## config.mk

```make
export PLATFORM = sky130hd
export DESIGN_NAME = sobel_pipe
export DESIGN_NICKNAME = d
export VERILOG_FILES = /design/src/rtl/sobel_pkg.sv /design/src/rtl/sobel_window.sv /design/src/rtl/sobel_grad.sv /design/src/rtl/sobel_mag.sv /design/src/rtl/sobel_pipe.sv
export SDC_FILE = /design/constraint.sdc
export NUM_CORES = 1
export LEC_CHECK = 0
export CORE_MARGIN = 8
export CORE_UTILIZATION = 65
export CTS_BUF_LIST = sky130_fd_sc_hd__clkbuf_8
export CTS_CLUSTER_SIZE = 14
export DETAILED_ROUTE_END_ITERATION = 16
export DONT_BUFFER_PORTS = 1
export PLACE_DENSITY = 0.78
export SLEW_MARGIN = 20
export SYNTH_ARGS = -nofsm -noshare
export SYNTH_HDL_FRONTEND = slang
export SYNTH_HIERARCHICAL = 1
export SYNTH_SLANG_ARGS = --single-unit
```

## constraint.sdc

```tcl
create_clock -name clk -period 11.4 [get_ports clk]
set_input_delay 1.14 -clock clk [delete_from_list [all_inputs] [get_ports clk]]
set_output_delay 1.14 -clock clk [all_outputs]
set_load 0.02 [all_outputs]
```

## src/rtl/sobel_pkg.sv

```systemverilog
package sobel_pkg;
   // How the two gradient components are merged into one strength value.
   typedef enum logic [0:0] {
      MAG_SUM_ABS = 1'b0,   // |dx| + |dy|
      MAG_MAX_ABS = 1'b1    // max(|dx|, |dy|)
   } mag_mode_e;

   // Signed width that holds a 1-2-1 weighted difference of pixels.
   function automatic int unsigned grad_width(input int unsigned pix_w);
      return pix_w + 3;
   endfunction
endpackage

```

## src/rtl/sobel_window.sv

```systemverilog
module sobel_window #(
   parameter int unsigned PIX_W = 8
) (
   input  logic                          clk,
   input  logic                          rst_n,
   input  logic                          in_v,
   input  logic                          in_flush,
   input  logic [PIX_W-1:0]              in_top,
   input  logic [PIX_W-1:0]              in_mid,
   input  logic [PIX_W-1:0]              in_bot,
   output logic [2:0][2:0][PIX_W-1:0]    win,      // [column][row], column 0 oldest, row 0 top
   output logic                          win_v,
   output logic                          win_last
);
   logic [1:0] fill;   // columns held since the last flush, saturating at 3

   always_ff @(posedge clk) begin
      if (!rst_n) begin
         win      <= '0;
         win_v    <= 1'b0;
         win_last <= 1'b0;
         fill     <= 2'd0;
      end else begin
         win_v    <= 1'b0;
         win_last <= 1'b0;
         if (in_v) begin
            for (int c = 0; c < 2; c++) win[c] <= win[c+1];
            win[2]   <= {in_bot, in_mid, in_top};
            win_v    <= (fill >= 2'd2);
            win_last <= in_flush;
            if (in_flush)            fill <= 2'd0;
            else if (fill != 2'd3)   fill <= fill + 2'd1;
         end
      end
   end

   p_flush_empties_r7: assert property (@(posedge clk) disable iff (!rst_n)
      (in_v && in_flush) |=> (fill == 2'd0));

   p_blank_refill_r6: assert property (@(posedge clk) disable iff (!rst_n)
      (in_v && fill < 2'd2) |=> !win_v);

   p_idle_keeps_r2: assert property (@(posedge clk) disable iff (!rst_n)
      !in_v |=> ($stable(win) && !win_v));
endmodule

```

## src/rtl/sobel_grad.sv

```systemverilog
module sobel_grad #(
   parameter int unsigned PIX_W = 8,
   localparam int unsigned GW   = sobel_pkg::grad_width(PIX_W)
) (
   input  logic                          clk,
   input  logic                          rst_n,
   input  logic [2:0][2:0][PIX_W-1:0]    win,
   input  logic                          in_v,
   input  logic                          in_last,
   output logic signed [GW-1:0]          dx,
   output logic signed [GW-1:0]          dy,
   output logic                          out_v,
   output logic                          out_last
);
   localparam logic signed [GW-1:0] LIM = GW'(4 * ((1 << PIX_W) - 1));

   function automatic logic signed [GW-1:0] wsum(input logic [PIX_W-1:0] a,
                                                 input logic [PIX_W-1:0] b,
                                                 input logic [PIX_W-1:0] c);
      return $signed({3'b000, a}) + $signed({2'b00, b, 1'b0}) + $signed({3'b000, c});
   endfunction

   logic signed [GW-1:0] dx_c, dy_c;
   always_comb begin
      dx_c = wsum(win[2][0], win[2][1], win[2][2]) - wsum(win[0][0], win[0][1], win[0][2]);
      dy_c = wsum(win[0][2], win[1][2], win[2][2]) - wsum(win[0][0], win[1][0], win[2][0]);
   end

   always_ff @(posedge clk) begin
      if (!rst_n) begin
         dx <= '0; dy <= '0; out_v <= 1'b0; out_last <= 1'b0;
      end else begin
         dx       <= dx_c;
         dy       <= dy_c;
         out_v    <= in_v;
         out_last <= in_v && in_last;
      end
   end

   p_sum_range_r3: assert property (@(posedge clk) disable iff (!rst_n)
      out_v |-> (dx <= LIM && dx >= -LIM && dy <= LIM && dy >= -LIM));
endmodule

```

## src/rtl/sobel_mag.sv

```systemverilog
module sobel_mag #(
   parameter int unsigned          PIX_W    = 8,
   parameter sobel_pkg::mag_mode_e MAG_MODE = sobel_pkg::MAG_SUM_ABS,
   localparam int unsigned         GW       = sobel_pkg::grad_width(PIX_W)
) (
   input  logic                    clk,
   input  logic                    rst_n,
   input  logic signed [GW-1:0]    dx,
   input  logic signed [GW-1:0]    dy,
   input  logic                    in_v,
   input  logic                    in_last,
   output logic [PIX_W-1:0]        mag,
   output logic                    out_v,
   output logic                    out_last
);
   localparam logic [GW:0]          CLAMP = {4'b0000, {PIX_W{1'b1}}};
   localparam logic signed [GW-1:0] SAT_S = GW'((1 << PIX_W) - 1);

   logic [GW-1:0] ax, ay;
   logic [GW:0]   merged;

   assign ax = dx[GW-1] ? -dx : dx;
   assign ay = dy[GW-1] ? -dy : dy;

   generate
      if (MAG_MODE == sobel_pkg::MAG_SUM_ABS) begin : g_sum
         assign merged = {1'b0, ax} + {1'b0, ay};
      end else begin : g_max
         assign merged = (ax > ay) ? {1'b0, ax} : {1'b0, ay};
      end
   endgenerate

   always_ff @(posedge clk) begin
      if (!rst_n) begin
         mag <= '0; out_v <= 1'b0; out_last <= 1'b0;
      end else begin
         mag      <= (merged > CLAMP) ? {PIX_W{1'b1}} : merged[PIX_W-1:0];
         out_v    <= in_v;
         out_last <= in_v && in_last;
      end
   end

   p_saturate_r4: assert property (@(posedge clk) disable iff (!rst_n)
      (in_v && (dx >= SAT_S || dx <= -SAT_S)) |=> (mag == {PIX_W{1'b1}}));
endmodule

```

## src/rtl/sobel_pipe.sv

```systemverilog
module sobel_pipe #(
   parameter int unsigned          PIX_W    = 8,
   parameter int unsigned          IDX_W    = 10,
   parameter sobel_pkg::mag_mode_e MAG_MODE = sobel_pkg::MAG_SUM_ABS
) (
   input  logic              clk,
   input  logic              rst_n,
   input  logic              col_valid,
   input  logic [PIX_W-1:0]  col_top,
   input  logic [PIX_W-1:0]  col_mid,
   input  logic [PIX_W-1:0]  col_bot,
   input  logic              col_row_end,
   input  logic              col_frame_end,
   output logic              res_we,
   output logic [PIX_W-1:0]  res_pix,
   output logic [IDX_W-1:0]  res_idx
);
   localparam int unsigned GW = sobel_pkg::grad_width(PIX_W);

   generate
      if (PIX_W < 2 || PIX_W > 16) begin : g_bad_pix
         $error("sobel_pipe: PIX_W must lie in 2..16");
      end
      if (IDX_W < 2) begin : g_bad_idx
         $error("sobel_pipe: IDX_W must be at least 2");
      end
   endgenerate

   logic [2:0][2:0][PIX_W-1:0] win;
   logic                       win_v, win_last;
   logic signed [GW-1:0]       dx, dy;
   logic                       s1_v, s1_last;
   logic [PIX_W-1:0]           mag;
   logic                       s2_v, s2_last;
   logic [IDX_W-1:0]           cnt;
   logic                       res_last;

   sobel_window #(.PIX_W(PIX_W)) u_win (
      .clk(clk), .rst_n(rst_n), .in_v(col_valid),
      .in_flush(col_row_end | col_frame_end),
      .in_top(col_top), .in_mid(col_mid), .in_bot(col_bot),
      .win(win), .win_v(win_v), .win_last(win_last));

   sobel_grad #(.PIX_W(PIX_W)) u_grad (
      .clk(clk), .rst_n(rst_n), .win(win), .in_v(win_v), .in_last(win_last),
      .dx(dx), .dy(dy), .out_v(s1_v), .out_last(s1_last));

   sobel_mag #(.PIX_W(PIX_W), .MAG_MODE(MAG_MODE)) u_mag (
      .clk(clk), .rst_n(rst_n), .dx(dx), .dy(dy), .in_v(s1_v), .in_last(s1_last),
      .mag(mag), .out_v(s2_v), .out_last(s2_last));

   // Stage three: writeback towards the result cache.
   always_ff @(posedge clk) begin
      if (!rst_n) begin
         res_we   <= 1'b0;
         res_pix  <= '0;
         res_idx  <= '0;
         res_last <= 1'b0;
         cnt      <= '0;
      end else begin
         res_we   <= s2_v;
         res_last <= s2_v && s2_last;
         if (s2_v) begin
            res_pix <= mag;
            res_idx <= cnt;
            cnt     <= s2_last ? '0 : cnt + 1'b1;
         end
      end
   end

   p_latency_r5: assert property (@(posedge clk) disable iff (!rst_n)
      win_v |-> ##3 res_we);

   p_no_spurious_r10: assert property (@(posedge clk) disable iff (!rst_n)
      !win_v |-> ##3 !res_we);

   p_idx_step_r8: assert property (@(posedge clk) disable iff (!rst_n)
      (res_we && !res_last) |=> (!res_we || res_idx == IDX_W'($past(res_idx) + 1'b1)));

   p_idx_restart_r8: assert property (@(posedge clk) disable iff (!rst_n)
      (res_we && res_last) |=> (!res_we || res_idx == '0));
endmodule

```

=== After elaboration in Yosys (flattened, before gate mapping) ===
Index checks and enable logic that the tools add are counted.

* Logic and storage cells: 53
* Output and inout bits: 19
* Register bits after elaboration: 139
* Input bits: 29

* Mux-type cells: 6
* Reductions and logical operators: 5
* Order comparisons: 2
* Add/sub/neg operators: 15
* Bitwise operators: 1
* Eq/ne operators: 1

{| class="wikitable"
|+ Operators with widths
! cell !! count
|-
| adder 11 x 9 -> 11 bit || 4
|-
| adder 8 x 9 -> 10 bit || 4
|-
| two-way mux 11 bit || 2
|-
| negator 11 bit || 2
|-
| subtractor 11 bit || 2
|-
| adder 11 x 11 -> 12 bit || 1
|-
| greater-than comparator 12 x 8 -> 1 bit, second input constant || 1
|-
| adder 10 x 1 -> 10 bit, second input constant || 1
|-
| two-way mux 10 bit || 1
|-
| two-way mux 8 bit || 1
|-
| two-way mux 2 bit || 2
|-
| AND reduction 2 bit || 2
|-
| adder 2 x 1 -> 2 bit, second input constant || 1
|-
| greater-or-equal comparator 2 bit, second input constant || 1
|-
| logical AND 1 bit || 2
|-
| inequality test 2 bit, second input constant || 1
|-
| nonzero test 2 bit || 1
|-
| bitwise OR 1 bit || 1
|}

=== Logic depth before layout (Yosys ltp) ===
Gate-level depths: netlist (run 1).

* Depth in word-level cells: 5
* Mapped depth: 17
* Mapped depth without buffers: 17

=== By module ===
Netlist (run 1), hierarchy kept.

{| class="wikitable"
|+ By module, submodules not included
! module !! seq. area each (µm²) !! times used !! cells an instance !! area each (µm²)
|-
| sobel_grad || 480.5 || 1 || 342 || 3238.1
|-
| sobel_window || 1521.5 || 1 || 249 || 2922.8
|-
| sobel_mag || 200.2 || 1 || 147 || 1199.9
|-
| sobel_pipe || 580.6 || 1 || 113 || 1171.1
|}

=== Worst setup path after synthesis (run 1) ===
OpenSTA, ideal clock, no wires.

* Path type: reg-to-reg
* Start point: register, netlist name u_win/win[1]
* End point: register u_grad.dx[8]
* Buffers on the path: 0
* Arrival time: 4.002 ns
* Path slack: 7.270 ns
* Library setup time: 0.128 ns
* Period minus slack after synthesis: 4.130 ns
* Data required time: 11.272 ns
* Stages on the path, launching flop included: 18
* Cells stage by stage: dfxtp_1 > ha_1 > fa_1 > a21o_1 > a21oi_1 > o21bai_1 > a21oi_1 > xor2_1 > fa_1 > inv_1 > fa_1 > inv_1 > ha_1 > a21o_1 > or3_1 > o21ai_0 > xor2_1 > nor2_1

* Word-level cells in the longest chain between the ends: 3

{| class="wikitable"
|+ RTL lines
! what !! line !! source
|-
| adder 8 x 9 -> 10 bit || sobel_grad.sv:20 || <nowiki>return $signed({3'b000, a}) + $signed({2'b00, b, 1'b0}) + $signed({3'b000, c});</nowiki>
|-
| adder 11 x 9 -> 11 bit || sobel_grad.sv:20 ||
|-
| subtractor 11 bit || sobel_grad.sv:25 || <nowiki>dx_c = wsum(win[2][0], win[2][1], win[2][2]) - wsum(win[0][0], win[0][1], win[0][2]);</nowiki>
|-
| end signal, assigned || sobel_grad.sv:31 || <nowiki>dx <= '0; dy <= '0; out_v <= 1'b0; out_last <= 1'b0;</nowiki>
|-
| end signal, assigned || sobel_grad.sv:33 || <nowiki>dx <= dx_c;</nowiki>
|-
| end, declared || sobel_grad.sv:10 || <nowiki>output logic signed [GW-1:0] dx,</nowiki>
|}

Every way passes these cells.
A chain may end at the register's enable or synchronous reset.

=== Final worst setup path (run 1) ===
* Start point: register, netlist name u_win/win[1]
* End point: register u_grad.dx[8]

* Word-level cells in the longest chain between the ends: 3

{| class="wikitable"
|+ RTL lines
! what !! line
|-
| adder 8 x 9 -> 10 bit || sobel_grad.sv:20
|-
| adder 11 x 9 -> 11 bit || sobel_grad.sv:20
|-
| subtractor 11 bit || sobel_grad.sv:25
|}

Every way passes these cells.

==> metrics list, run 1 <==
- Setup repair after global routing missed its margin: false
* Share of flip-flops with an asynchronous set or reset: 0%
* DRT Wirelength: 15.74 mm
- The first TritonRoute pass finished after 4 iterations.
* Clock power frac: 24.4%
- Share of cells above drive strength 1: 6.433%
- The Yosys step of the flow raised 6 warnings.
* Number of register bits inferred by synthesis: 139
- Delay of the slowest critical-path stage: 0.52 ns
* Share of the yosys chip area belonging to registers: 32.61%
* Clock sink count: 139
* Sum of overflow across all layers after global routing: 0
- Worst Skew: 0.009304 ns
- Fraction of power consumed by sequential logic: 33.0%
* Synthesized area per cell: 10.03 um2
* Clock transition at the register clock pins on the worst setup and hold paths after CTS: 0.08 ns
* Hold Worst Slack: 0.4546 ns
* Post-cts gate resize count: 0
- Fraction of power consumed by combinational cells: 42.6%
* Crit path required time: 11.70 ns
- Counting the buffers created by CTS gives 17.
- CTS placed an instance of sky130_fd_sc_hd__clkbuf_8 at the clock tree root.
- Buffers inserted during post-CTS setup optimization: 0
- The tool flagged a number of max-cap violations equal to 0.
- Number of core rows: 42
- Critical path data arrival time: 4.79 ns
- First-pass GRT wire length: 26.22 mm
- Across all setup checks in the final design, the least slack found is 6.914 ns.
- Across all layers, the routed design uses 5,673 vias.
- Number of standard cells after synthesis: 851
- Derived from the worst setup path, the maximum achievable clock frequency is 222.9 MHz.
* Net Sw Frac: 36.02%
* Number of synthesized flops with an enable pin: 0
- At the placement stage, the worst setup path has a slack of 6.934 ns.
- Category of the most critical setup path: reg -> reg
* WP buf/inv: 2
* Outcome: finished clean
* Storage cell area: 2783 um2
- Initial standard-cell utilization of the core: 65.47%
- Highest net fanout along the worst path: 5
- Type of the most critical hold path: reg -> reg
- Horiz. Die Dim: 130.6 um
- Setup violators final: 0
- Counting the fill cells in the layout gives 1,036.
- Layout Nets: 979
- For this design the top-level I/O count stands at 48.
* Leading post-synthesis cells by cell area: sky130_fd_sc_hd__dfxtp_1 (33%), sky130_fd_sc_hd__fa_1 (12%), sky130_fd_sc_hd__mux2i_1 (11%)
- Number of antenna violations at the first check in global routing: 0
* Antenna-violating nets left: 0
- For this run, design rule violations remaining after detail routing come to 0.
* Die area: 17,050 um2
- Transition at the pin with the smallest max-transition slack: 0.5304 ns
- The startpoint identified for the worst hold timing path is u_win/win_last.
- The most used flip-flop cell after synthesis is sky130_fd_sc_hd__dfxtp_1.
* Post-Synthesis Net Count: 987
- Clock tree from TritonCTS: built
* Total Routing Usage GR: 19.43%
- Largest delay share family, worst path: adder cells
- DRC marker count from the first detailed-route iteration: 227
* Crit path capture type: flop
- Area of the multi-input gates: 5234 um2
- In this run, post-CTS hold repair placed 0 buffers.
- Core area: 13,030 um2
- The final hold violation count is 0.
- No sink is reached through more buffers than the 2 on the longest clock path.
- Among the stages of the critical path, the cell type that occurs most often is sky130_fd_sc_hd__fa_1.
* Final antenna diode count: 0
- Later-pin clock latency in the skew report: 0.44 ns
* Pin count of the biggest net entering global routing: 129
* Share of the synthesized area in the top cell type: 32.61%
* Instance count after placement with tap cells included: 1,000
- Count of pins over their slew limit: 0
- Critical Path Slowest Stage Cell: sky130_fd_sc_hd__fa_1
- Worst Setup SP: u_win/win[1]
- The number of different library cells used by synthesis comes to 69.
* Vias in the first global route: 5,787
- Once detailed placement completed, the half-perimeter wirelength came to 11.89 mm.
- In this run the vertical extent of the chip is 130.6 um.
- Using the TritonRoute via totals, the vias-per-cell ratio works out to 5.502.
- The signal on the critical path passes through ha_1 > fa_1 > a21o_1 > a21oi_1 > o21bai_1 > a21oi_1 > xor2_1 > fa_1 > inv_1 > fa_1 > inv_1 > ha_1 > a21o_1 > or3_1 > o21ai_0 > xor2_1 > nor2_1.
- The startpoint identified for the worst register-to-register timing path is u_win/win[1].
* Net switching power of the design: 0.6393 mW
- Fin Setup TNS: 0 ns
- Weighted congestion at the end of routability-driven global placement: 0.8477
- The final critical path takes up 39.35% of the cycle.
* Worst slew margin relative to its limit: 64.60%
- The count of cells in the finished layout, fillers not included, comes to 1,031.
- The biggest area contributor in the post-synthesis netlist is sky130_fd_sc_hd__dfxtp_1.
* Average wire length per cell after detail routing: 15.26 um
- IR analysis of the VDD net gives a maximum drop of 124.4 uV.
- The internal portion of the total power is 1.135 mW.
- Worst setup SP type: flop
- The analysis attributes to cell leakage a power of 3.778 nW.
* Buffers added on ports: 0
- The clock tree synthesis step divided the H-tree into 4 levels.
* Area of the mapped netlist: 8532 um2
- Compared with the post-synthesis result, the final layout area differs by 5.661%.
- The clock period could shrink to 4.486 ns.
- PD cells: 196.8 nW/um2
-- synth_stat cells, types with 11 or more instances --
| master | instances |
|---|---|
| sky130_fd_sc_hd__dfxtp_1 | 139 |
| sky130_fd_sc_hd__ha_1 | 57 |
| sky130_fd_sc_hd__nand2_1 | 36 |
| sky130_fd_sc_hd__clkbuf_1 | 14 |
| sky130_fd_sc_hd__xor2_1 | 19 |
| sky130_fd_sc_hd__mux2i_1 | 94 |
| sky130_fd_sc_hd__a21oi_1 | 25 |
| sky130_fd_sc_hd__inv_1 | 88 |
| sky130_fd_sc_hd__xnor2_1 | 26 |
| sky130_fd_sc_hd__o21ai_0 | 17 |
| sky130_fd_sc_hd__nand3_1 | 11 |
| sky130_fd_sc_hd__fa_1 | 50 |
| sky130_fd_sc_hd__nor2b_1 | 97 |
| sky130_fd_sc_hd__nor2_1 | 31 |
-- logic make-up (layout without fill, tap and decap cells) --
kind of cell,count (synthesis),count (layout),synth area share [%]
XOR/XNOR,45,45,4.619
flip-flops,139,139,32.61
AO/OA/AOI/OAI,113,113,9.972
multiplexers,95,95,11.16
buffers and inverters,116,120,6.042
adder cells (fa/ha/maj),107,107,20.09
AND/OR/NAND/NOR,236,236,15.50
-- path summary, 6_finish.rpt --
| kind | to | slack [ns] | depth (start not counted) |
|---|---|---|---|
| worst max-delay path | u_grad/dx[8] | 6.91 | 17 |
| worst min-delay path | u_grad/out_last | 0.45 | 1 |
| worst max register to register | u_grad/dx[8] | 6.91 | 17 |
| worst min register to register | u_grad/out_last | 0.45 | 1 |
-- registers in the layout (all words and copies together) (netlist names) --
register and flops:
u_win/win 72, u_grad/dx 11, u_grad/dy 11, cnt 10, res_idx 10, res_pix 8, u_mag/mag 8, u_win/fill 2
res_we 1, u_grad/out_last 1, u_grad/out_v 1, u_mag/out_last 1, u_mag/out_v 1, u_win/win_last 1, u_win/win_v 1
-- per-stage QoR --
| stage | util [%] | power [mW] | instance area [um2] |
|---|---|---|---|
| final | 69.17 | 1.775 | 9015 |
| after global routing | 69.17 | 1.892 | 9015 |
| after CTS | 69.17 | 1.782 | 9015 |
| after detailed placement | 65.79 | 1.342 | 8574 |
| after global placement | 65.79 | 1.307 | 8574 |
| after floorplan | - | 1.223 | 8532 |
-- layout by cell type, fill, tap and decap left out, types with 10 or more instances in the layout --
master                       n
sky130_fd_sc_hd__nand2_1    36
sky130_fd_sc_hd__nand3_1    11
sky130_fd_sc_hd__clkbuf_8   18
sky130_fd_sc_hd__dfxtp_1   139
sky130_fd_sc_hd__nor2_1     31
sky130_fd_sc_hd__fa_1       50
sky130_fd_sc_hd__nand2b_1   10
sky130_fd_sc_hd__mux2i_1    94
sky130_fd_sc_hd__xor2_1     19
sky130_fd_sc_hd__xnor2_1    26
sky130_fd_sc_hd__nor2b_1    97
sky130_fd_sc_hd__ha_1       57
sky130_fd_sc_hd__o21ai_0    17
sky130_fd_sc_hd__a21oi_1    25
sky130_fd_sc_hd__inv_1      88
-- routing by layer --
metal  GRT usage, %  vias up  part of all wire, %
met5              0        -                    0
met4          8.035        0                  1.9
met3          4.464       17                  4.0
met2          34.62       89                   50
met1          21.94     2722                   44
li1               -     2845                    -
-- worst reg2reg max path: cells and delay by family (launching register included) --
family | cells | cell delay (ns)
XOR/XNOR | 2 | 0.28
flip-flops | 1 | 0.36
adder cells (fa/ha/maj) | 5 | 2.04
AND/OR/NAND/NOR | 2 | 0.39
AO/OA/AOI/OAI | 6 | 1.20
buffers and inverters | 2 | 0.10
-- layout make-up --
cell class | count | area share, %
clock inverter | 13 | 2.137
inverter | 88 | 3.664
sequential | 139 | 30.87
clock buffer | 18 | 2.748
timing repair buffer | 1 | 0.08328
tap | 176 | 2.443
multi-input combinational | 596 | 58.06
-- power by group through the flow --
stage	Combinational (mW)	Clock [mW]	Sequential, mW
finish	0.756	0.433	0.586
CTS	0.750	0.445	0.586
global placement	0.712	0	0.594
global route	0.834	0.465	0.593
floorplan	0.641	0	0.582
detailed placement	0.745	0	0.597
(Power assumes the default switching activity.)
==> run 2, diff against run 1 <==
==> constraint.sdc (replaced) <==
create_clock -name clk -period 4.4 [get_ports clk]
set_input_delay 0.44 -clock clk [delete_from_list [all_inputs] [get_ports clk]]
set_output_delay 0.44 -clock clk [all_outputs]
set_load 0.02 [all_outputs]
==> run 2 against run 1 <==
  * Via count increased by 0.65%
  * Flip-flop and latch count unchanged
  * Critical path depth unchanged
  * Wire length about the same
  * Clock skew increased by 0.0030 ns
  * Count of clock-buffer cells in the layout increased by 1
  * Clock power increased to 2.5 times the previous value
  * Combinational power increased to 2.6 times the previous value
  * Register-to-register slack got worse by 6.7 ns
  * Power increased to 2.6 times the previous value
  * Critical endpoint is now u_grad/dx[10]
  * Highest routed layer unchanged
==> metrics list, run 2 (synthesis results as in run 1) <==
* Outcome: finished clean
* Placed cell area: 8589 um2 (+0.18%)
- The routed length on met3 was 682 um (+8.6%).
* DRC marker count from the first detailed-route iteration: 202 (-11%)
- Setup violators final: 0 (unchanged)
- The mean routed wirelength per cell was 15.19 um (-0.46%).
- The overall die width came to 130.6 um (unchanged).
* Worst Skew: 0.01232 ns (+0.003012 ns)
- Number of detailed-route iterations in the first pass: 4 (unchanged)
* Register name with the most flops: u_win/win
- The max-capacitance violation count came to 0 (unchanged).
* Topmost layer with routed signal wires: met4
- The layout net count was 982 (+0.31%).
- The global-route congestion overflow total is 0 (unchanged).
* Number of antenna violations at the first check in global routing: 0 (unchanged)
* Area of all placed cells without fillers: 9036 um2 (+0.24%)
- Buffers added on ports: 0 (unchanged)
* PD cells: 505.9 nW/um2 (+160%)
- The number of max-slew violations in the final report was 0 (unchanged).
- Hold Worst Slack: 0.1275 ns (-0.3271 ns)
- Final antenna diode count: 0 (unchanged)
- The wire length the detailed router placed on met1 is 6.830 mm (-1.2%).
- The number of global-route vias before repair was 5,729 (-1.0%).
- The min-delay analysis places its worst path in the category in -> reg.
* Crit path capture type: flop
- Largest registers in the final layout: u_win/win x72, u_grad/dx x11, u_grad/dy x11
- CTS root buf: sky130_fd_sc_hd__clkbuf_8
- CTS H-tree depth: 4 (unchanged)
* Io pins: 48 (unchanged)
- The full die area is 17,050 um2 (unchanged).
- The final worst-path cycle share is 95.12% (+56 points).
- STA classifies the critical path startpoint as a flop.
- The sum of negative setup slack was 0 ns (unchanged).
- Area of the multi-input gates: 5244 um2 (+0.19%)
* Number of hold violations in the final report: 0 (unchanged)
- Layout Area Growth over Synthesis: 5.910%
- Pin count of the biggest net entering global routing: 129 (unchanged)
- Instance count after placement with tap cells included: 1,002 (+0.20%)
* Fin cells: 1,035 (+0.39%)
* Clock tree from TritonCTS: built
- The register area is 2783 um2 (unchanged).
- The clock transition at the register clock pins on the worst setup and hold paths after CTS came to 0.08 ns (about the same).
- The core area is 13,030 um2 (unchanged).
* Total Routing Usage GR: 19.29% (-0.14 points)
* Number of CTS-inserted buffers: 17 (unchanged)
- The flip-flop count of the largest register, all copies and words added was 72 (unchanged).
* FF-to-FF setup slack: 0.21 ns (-6.70 ns)
- The final core utilization is 69.34% (+0.16 points).
- Highest net fanout along the worst path: 5 (unchanged)
- IR drop worst, VDD: 307.1 uV (+150%)
* Transition at the pin with the smallest max-transition slack: 0.5303 ns (-0.00004220 ns)
* Die Span Y: 130.6 um (unchanged)
- The critical path is of the reg -> reg type.
- The filler cell count in the final layout was 1,006 (-2.9%).
- Number of core rows: 42 (unchanged)
- The detailed placement HPWL is 11.84 mm (-0.38%).
* Worst slew margin relative to its limit: 64.61% (about the same)
- The signal arrival time at the worst endpoint came to 4.56 ns (-0.23 ns).
- Highest clock rate: 238.9 MHz (+7.2%)
- The top cell types in the final layout, fill and taps aside, are sky130_fd_sc_hd__dfxtp_1 (139), sky130_fd_sc_hd__nor2b_1 (97), sky130_fd_sc_hd__mux2i_1 (94).
- Leaving out fill and tap cells, the most frequent cell in the layout is sky130_fd_sc_hd__dfxtp_1.
- First-pass GRT wire length: 26.00 mm (-0.84%)
* Overall via count from detail_route: 5,710 (+0.65%)
* Detailed-routed wire length on met2: 8.004 mm (+1.4%)
- The reported leakage power is 3.787 nW (+0.23%).
* Setup repair after global routing missed its margin: false
- Clock sink count: 139 (unchanged)
- Crit path required time: 4.77 ns (-6.93 ns)
- Post-route DRC violation count: 0 (unchanged)
- DRT Wirelength: 15.73 mm (about the same)
* Number of buffers on the longest clock path: 2 (unchanged)
* Tmin final: 4.185 ns (-0.3005 ns)
- The weighted congestion at the end of routability-driven global placement is 0.8499 (+0.26%).
- Later-pin clock latency in the skew report: 0.45 ns (about the same)
- The initial core utilization came to 65.47% (unchanged).
- Routed vias/inst: 5.517 (+0.26%)
- Share of cells above drive strength 1: 6.985% (+0.55 points)
- Antenna-violating nets left: 0 (unchanged)
==> run 2: worst max-delay path, stage by stage, from the launching register on <==
cell and delay, ns:
sky130_fd_sc_hd__dfxtp_1 0.32, sky130_fd_sc_hd__ha_1 0.24, sky130_fd_sc_hd__fa_2 0.36, sky130_fd_sc_hd__a21o_1 0.20
sky130_fd_sc_hd__a21oi_2 0.16, sky130_fd_sc_hd__o21bai_1 0.09, sky130_fd_sc_hd__a21oi_2 0.13, sky130_fd_sc_hd__xor2_1 0.10
sky130_fd_sc_hd__fa_1 0.49, sky130_fd_sc_hd__inv_1 0.06, sky130_fd_sc_hd__fa_1 0.52, sky130_fd_sc_hd__inv_1 0.04
sky130_fd_sc_hd__ha_1 0.34, sky130_fd_sc_hd__a21o_1 0.21, sky130_fd_sc_hd__or3_1 0.35, sky130_fd_sc_hd__o2111ai_2 0.24
sky130_fd_sc_hd__nand3_1 0.12, sky130_fd_sc_hd__a21oi_2 0.14
==> run 2: what timing repair did <==
| item | in CTS | in global routing |
|---|---|---|
| setup buffers | 0 | 1 |
| hold buffers | 0 | 0 |
| endpoints found under the setup margin | 0 | 2 |
| gates resized for setup | 0 | 3 |
==> run 2: worst paths after layout <==
check,end,from,cells after the start
min,u_win/win[31],rst_n,1
max,u_grad/dx[10],u_win/win[1],17
min reg2reg,u_grad/out_last,u_win/win_last,1
max reg2reg,u_grad/dx[10],u_win/win[1],17
==> run 2: layout make-up <==
class	instances	share of cell area (%)
Clock buffer	19	2.894
Multi-Input combinational cell	596	58.03
Sequential cell	139	30.79
Inverter	88	3.655
Clock inverter	13	1.855
Timing Repair Buffer	4	0.3323
Tap cell	176	2.437
==> run 2: per-layer routing <==
| layer | vias up | global-route usage, % |
|---|---|---|
| met2 | 97 | 34.28 |
| met3 | 19 | 5.398 |
| met5 | - | 0 |
| li1 | 2848 | - |
| met1 | 2746 | 21.68 |
| met4 | 0 | 6.820 |
==> run 2: report_power, final <==
part | switching, mW | total [mW] | leakage (nW) | internal, mW
logic | 1.07 | 1.96 | 2.43 | 0.899
clock network | 0.497 | 1.09 | 0.217 | 0.596
registers | 0.107 | 1.51 | 1.14 | 1.41
==> run 2: stage by stage <==
step	total power, mW	worst slack [ns]
4_1_cts	4.587	0.06038
3_3_place_gp	3.387	0.1408
3_5_place_dp	3.476	0.09894
6_report	4.572	0.2149
2_1_floorplan	3.169	0.2699
5_1_grt	4.882	0.01524
